==> src/rtl/rfca_pkg.sv <==
package rfca_pkg;
   typedef enum logic [1:0] {
      RFCA_TARGET = 2'd0,
      RFCA_LISTEN = 2'd1,
      RFCA_OWNER  = 2'd2
   } rfca_state_e;
endpackage

==> src/rtl/rfca_detect_sync.sv <==
module rfca_detect_sync #(
   parameter int STAGES = 2
) (
   input  logic clk,
   input  logic rst_n,
   input  logic d_i,
   output logic q_o
);
   generate
      if (STAGES == 0) begin : g_pass
         assign q_o = d_i;
      end else begin : g_chain
         logic [STAGES-1:0] sh_q;
         always_ff @(posedge clk or negedge rst_n) begin
            if (!rst_n) sh_q <= '0;
            else if (STAGES == 1) sh_q <= d_i;
            else sh_q <= {sh_q[STAGES-2+(STAGES==1):0], d_i};
         end
         assign q_o = sh_q[STAGES-1];
      end
   endgenerate
endmodule

==> src/rtl/rfca_quiet_timer.sv <==
module rfca_quiet_timer #(
   parameter int CNT_W = 16
) (
   input  logic             clk,
   input  logic             rst_n,
   input  logic             run_i,
   input  logic             field_i,
   input  logic [CNT_W-1:0] limit_i,
   output logic             done_o
);
   localparam logic [CNT_W:0] ONE = (CNT_W+1)'(1);

   logic [CNT_W-1:0] cnt_q;
   logic [CNT_W:0]   cnt_inc;
   logic [CNT_W:0]   limit_eff;

   assign limit_eff = (limit_i == '0) ? ONE : {1'b0, limit_i};
   assign cnt_inc   = {1'b0, cnt_q} + ONE;
   assign done_o    = run_i && !field_i && (cnt_inc >= limit_eff);

   always_ff @(posedge clk or negedge rst_n) begin
      if (!rst_n)                        cnt_q <= '0;
      else if (!run_i || field_i || done_o) cnt_q <= '0;
      else                               cnt_q <= cnt_inc[CNT_W-1:0];
   end
endmodule

==> src/rtl/rfca_rate_hold.sv <==
module rfca_rate_hold #(
   parameter int RATE_W = 2
) (
   input  logic              clk,
   input  logic              rst_n,
   input  logic              load_i,
   input  logic [RATE_W-1:0] rate_i,
   output logic [RATE_W-1:0] rate_o
);
   always_ff @(posedge clk or negedge rst_n) begin
      if (!rst_n)      rate_o <= '0;
      else if (load_i) rate_o <= rate_i;
   end
endmodule

==> src/rtl/rf_collision_ctrl.sv <==
module rf_collision_ctrl
   import rfca_pkg::*;
#(
   parameter int CNT_W       = 16,
   parameter int RATE_W      = 2,
   parameter int SYNC_STAGES = 2
) (
   input  logic              clk,
   input  logic              rst_n,
   input  logic              ext_field_i,
   input  logic              init_req_i,
   input  logic              txn_end_i,
   input  logic [CNT_W-1:0]  idle_cycles_i,
   input  logic [RATE_W-1:0] rate_sel_i,
   output logic              rf_on_o,
   output logic              initiator_o,
   output logic              init_start_o,
   output logic [RATE_W-1:0] rate_o
);
   generate
      if (CNT_W < 1 || CNT_W > 32) begin : g_bad_cnt
         $error("CNT_W must lie in 1..32");
      end
      if (RATE_W < 1) begin : g_bad_rate
         $error("RATE_W must be at least 1");
      end
      if (SYNC_STAGES < 0 || SYNC_STAGES > 4) begin : g_bad_sync
         $error("SYNC_STAGES must lie in 0..4");
      end
   endgenerate

   rfca_state_e st_q, st_d;
   logic        field_s;
   logic        window_done;
   logic        go_owner;
   logic        start_q;

   rfca_detect_sync #(.STAGES(SYNC_STAGES)) u_sync (
      .clk   (clk),
      .rst_n (rst_n),
      .d_i   (ext_field_i),
      .q_o   (field_s)
   );

   rfca_quiet_timer #(.CNT_W(CNT_W)) u_timer (
      .clk     (clk),
      .rst_n   (rst_n),
      .run_i   (st_q == RFCA_LISTEN),
      .field_i (field_s),
      .limit_i (idle_cycles_i),
      .done_o  (window_done)
   );

   always_comb begin
      st_d     = st_q;
      go_owner = 1'b0;
      unique case (st_q)
         RFCA_TARGET: if (init_req_i) st_d = RFCA_LISTEN;
         RFCA_LISTEN: begin
            if (!init_req_i) st_d = RFCA_TARGET;
            else if (window_done) begin
               st_d     = RFCA_OWNER;
               go_owner = 1'b1;
            end
         end
         RFCA_OWNER:  if (txn_end_i) st_d = RFCA_TARGET;
         default:     st_d = RFCA_TARGET;
      endcase
   end

   always_ff @(posedge clk or negedge rst_n) begin
      if (!rst_n) begin
         st_q    <= RFCA_TARGET;
         start_q <= 1'b0;
      end else begin
         st_q    <= st_d;
         start_q <= go_owner;
      end
   end

   rfca_rate_hold #(.RATE_W(RATE_W)) u_rate (
      .clk    (clk),
      .rst_n  (rst_n),
      .load_i (go_owner),
      .rate_i (rate_sel_i),
      .rate_o (rate_o)
   );

   assign rf_on_o      = (st_q == RFCA_OWNER);
   assign initiator_o  = (st_q != RFCA_TARGET);
   assign init_start_o = start_q;
endmodule

==> config.mk <==
export PLATFORM = sky130hd
export DESIGN_NAME = rf_collision_ctrl
export DESIGN_NICKNAME = d
export VERILOG_FILES = /design/src/rtl/rfca_pkg.sv /design/src/rtl/rfca_detect_sync.sv /design/src/rtl/rfca_quiet_timer.sv /design/src/rtl/rfca_rate_hold.sv /design/src/rtl/rf_collision_ctrl.sv
export SDC_FILE = /design/constraint.sdc
export NUM_CORES = 1
export LEC_CHECK = 0
export BUFFER_PORTS_ARGS = -buffer_cell sky130_fd_sc_hd__buf_2
export CORE_MARGIN = 2
export CORE_UTILIZATION = 40
export DETAILED_ROUTE_END_ITERATION = 6
export HOLD_SLACK_MARGIN = 0.03
export PLACE_DENSITY = 0.6
export SLEW_MARGIN = 0
export SYNTH_ARGS = -nofsm -noshare
export SYNTH_HDL_FRONTEND = slang
export SYNTH_SLANG_ARGS = --single-unit
==> constraint.sdc <==
create_clock -name clk -period 2.8 [get_ports clk]
set_clock_uncertainty 0.1 [all_clocks]
set_input_delay 0.28 -clock clk [delete_from_list [all_inputs] [get_ports clk]]
set_output_delay 0.28 -clock clk [all_outputs]
set_load 0.1 [all_outputs]
==> implementation parameters <==
Parameter                              Value

GRT
  Busiest layer in global routing    met2
  Congestion Overflow GR    0
  First-pass GRT wire length    5430 um
  Maximum number of pins on one net before global-route repair    24
  Global-route met1 utilization    22.1%
  Met3 routing resource usage after global routing    2.26%
  Vias in the first global route    1242
  Met2 capacity usage during global routing    28.6%
  Total routing usage reported by global routing    16.8%
  Antenna violations before repair    0

Power and ir drop
  Internal power    0.000467 W
  Switching share of power    24.3%
  Clk network pwr share    33.5%
  Power Density    304 nW/um^2
  Leak Pwr    1.19 nW
  Comb pwr share    11.8%
  Sequential Power Share    54.7%
  Net switching component of the power    0.000150 W
  Peak supply drop    0.000170 V

Cells and area
  Non-filler cells in the finished layout    253
  Net count reported at finish    246
  Fin util    55.9%
  Commonest cells after routing, fill and taps aside    27 x buf_2, 25 x buf_4, 23 x dfrtp_1
  Growth of design area from synthesis to finish    36.2%
  Share of final-layout standard cells stronger than drive strength 1    39.5%
  Number of antenna diodes    0
  Commonest non-fill, non-tap cell in the layout    buf_2
  Fill count    341

Synth
  Fraction of the mapped netlist area in compound gates    9.15%
  Proportion of register bits with asynchronous set or reset after synthesis    100%
  Share of synthesized cell area in full adder, half adder and majority cells    14.3%
  Avg Cell Area, Syn    10.1 um^2
  Number of warnings issued by yosys    0
  Combinational family with the most area after synthesis    simple AND/OR/NAND/NOR gates
  Netlist area before placement    1490 um^2
  Simple-Gate Fraction of Synth Area    23.4%
  Fraction of synthesized area in multiplexers    1.51%
  Net count after synthesis    188
  Number of standard cells after synthesis    148
  Xor-xnor portion of the synthesized cell area    8.23%
  Number of enable flip-flop cells after synthesis    0
  Number of distinct library cells after synthesis    32
  Register bit count reported by yosys    23
  Share of the yosys chip area belonging to registers    38.6%
  Ys flop type    dfrtp_1

Floorplanning
  Die H    65.0 um
  Initial core utilization    41.0%
  Die Span X    65.0 um
  Core box area    3630 um^2
  Top Ports    28
  Cell row count    22
  Die Footprint    4230 um^2

CTS
  Master cell of the clock root buffer    clkbuf_8
  Clock slew seen by the registers of the worst setup and hold paths    80 ps
  Clock H-tree levels    1
  CTS sink cnt    23
  Later-pin clock latency in the skew report    270 ps
  Clock buffer count from CTS    3
  CTS tree    built
  Maximum buffer depth of the clock tree    2

STA
  Minimum clock period after layout    3030 ps
  Max-slew violation count    0
  Post-route fraction of the period consumed by the critical path    108%
  Unrepaired setup endpoints after global routing    yes
  Number of setup violations in the final report    20
  FMAX    330 MHz
  Worst setup margin    -230 ps
  Endpoints failing hold    0
  Max-slew headroom    47.6%
  Slew at the pin closest to its max-slew limit    783 ps

Worst setup path
  Series of cell instances along the critical path    ha_2 > nand4_1 > nor2_4 > and4_4 > xor2_2 > ha_1 > a21o_1 > a221oi_2 > o21ai_2 > a211oi_4 > nor4b_4 > mux2_4
  Internal reg-to-reg setup slack    -230 ps
  Buffer and inverter count on the worst path    0
  Critical Path Source Type    flip-flop
  Worst reg-to-reg path cell count    12
  Critical path data required time    2850 ps
  Stage delay of the slowest cell on the critical path    380 ps
  Endpoint of the most critical setup path    u_rate.rate_o[1]
  Maximum fanout encountered on the critical timing path    4
  Critical path depth in cells    12
  Crit path arrival time    3080 ps
  Critical path launch point    u_timer.cnt_q[0]
  Critical register-to-register path startpoint    u_timer.cnt_q[0]
  Worst path top cell family by delay    compound AO/OA/AOI/OAI gates
  Worst-path cell with the longest stage delay    dfrtp_1
  End of the worst register-to-register path    u_rate.rate_o[1]
  Critical setup path kind    reg -> reg
  Worst Setup End Kind    flip-flop

Drt
  Final ANT Viol Nets    0
  Final routed DRC violation total    0
  Drt initial violations    11
  Total vias in the final route    1252
  Routed wirelength normalized by instance count    13.1 um
  Final Routed Wirelength    3310 um
  Number of optimization iterations in the first detailed-route pass    4
  Via density per instance    4.95

Status
  Violations in the final reports    setup timing
  Run status    finished, violations left

Placed design
  Detailed Place HPWL    2630 um
  Instance count after placement with tap cells included    243
  Input/output buffers    27
  Placer Congestion    0.802

Hold path
  Class of the worst hold path    in -> reg

Run
  Max-capacitance violation count    0
-- synth_stat cells (all sizes together), types with 2 or more instances --
cell type | n | area, um^2
dfrtp | 23 | 576
mux2 | 2 | 22.5
o21ai | 2 | 13.8
a21o | 5 | 38.8
and3 | 18 | 116
a21oi | 4 | 20.0
xor2 | 7 | 61.3
and4 | 4 | 38.8
nor3 | 2 | 10.0
xnor2 | 7 | 61.3
a41o | 2 | 20.0
ha | 17 | 213
clkbuf | 2 | 7.51
nand2b | 2 | 12.5
nor2 | 8 | 30.0
nand4 | 4 | 25.0
inv | 17 | 63.8
nand2 | 5 | 18.8
nand3 | 7 | 35.0
nor4 | 3 | 18.8
-- state kept, by name, indices dropped and copies added (netlist names) --
register	cells
st_q	2
u_rate.rate_o	2
u_sync.g_chain.sh_q	2
init_start_o	1
u_timer.cnt_q	16
-- worst min-delay path by stage --
stage | startpoint | end | slack (ps) | cells past startpoint
floorplan | rst_n | init_start_o | -120 | 0
global placement | rst_n | u_timer.cnt_q[9] | 170 | 1
detailed placement | rst_n | u_timer.cnt_q[12] | 190 | 1
CTS | rate_sel_i[1] | u_rate.rate_o[1] | 130 | 2
global route | rate_sel_i[0] | u_rate.rate_o[0] | 140 | 2
finish | rate_sel_i[1] | u_rate.rate_o[1] | 140 | 2
-- kinds of logic after synthesis --
group | after synthesis
simple gates | 57
flops | 23
buf+inv | 19
fa+ha+maj | 17
compound gates | 16
xor+xnor | 14
mux | 2
-- what timing repair did --
action / in CTS / in global routing
pin swaps: 2 / 8
gates resized for setup: 3 / 11
endpoints found under the hold margin: 24 / 0
setup buffers: 3 / 1
hold buffers: 2 / 0
endpoints found under the setup margin: 20 / 21
-- metal layers --
metal / wire (um) / vias to the layer above
met5: 0 / -
met4: 27 / 0
met3: 96 / 3
met2: 1650 / 19
met1: 1530 / 593
li1: - / 637
-- through the flow --
step / TNS (ps) / total power [W] / hold WS (ps) / worst slack, ps / instance area (um^2)
3_5_place_dp: -4110 / 0.000413 / 185 / -287 / 1860
2_1_floorplan: -1690 / 0.000377 / -116 / -182 / 1500
5_1_grt: -6930 / 0.000640 / 144 / -432 / 2030
4_1_cts: -1970 / 0.000623 / 127 / -194 / 1950
6_report: -2920 / 0.000617 / 143 / -230 / 2030
3_3_place_gp: -2390 / 0.000410 / 170 / -185 / 1860
-- layout make-up --
cell class	count	area [um^2]	share of cell area [%]
Inverter	17	63.8	3.14
Multi-Input combinational cell	106	930	45.8
Clock buffer	3	41.3	2.03
Timing Repair Buffer	55	354	17.4
Tap cell	48	60.1	2.96
Clock inverter	1	5.00	0.247
Sequential cell	23	576	28.4
-- power groups by stage --
stage | registers, W | logic [W] | clock network (W)
finish | 0.000337 | 0.0000730 | 0.000207
global route | 0.000338 | 0.0000824 | 0.000220
CTS | 0.000337 | 0.0000731 | 0.000213
detailed placement | 0.000344 | 0.0000690 | 0
global placement | 0.000344 | 0.0000665 | 0
floorplan | 0.000344 | 0.0000333 | 0
Power figures use the tool's default switching activity.
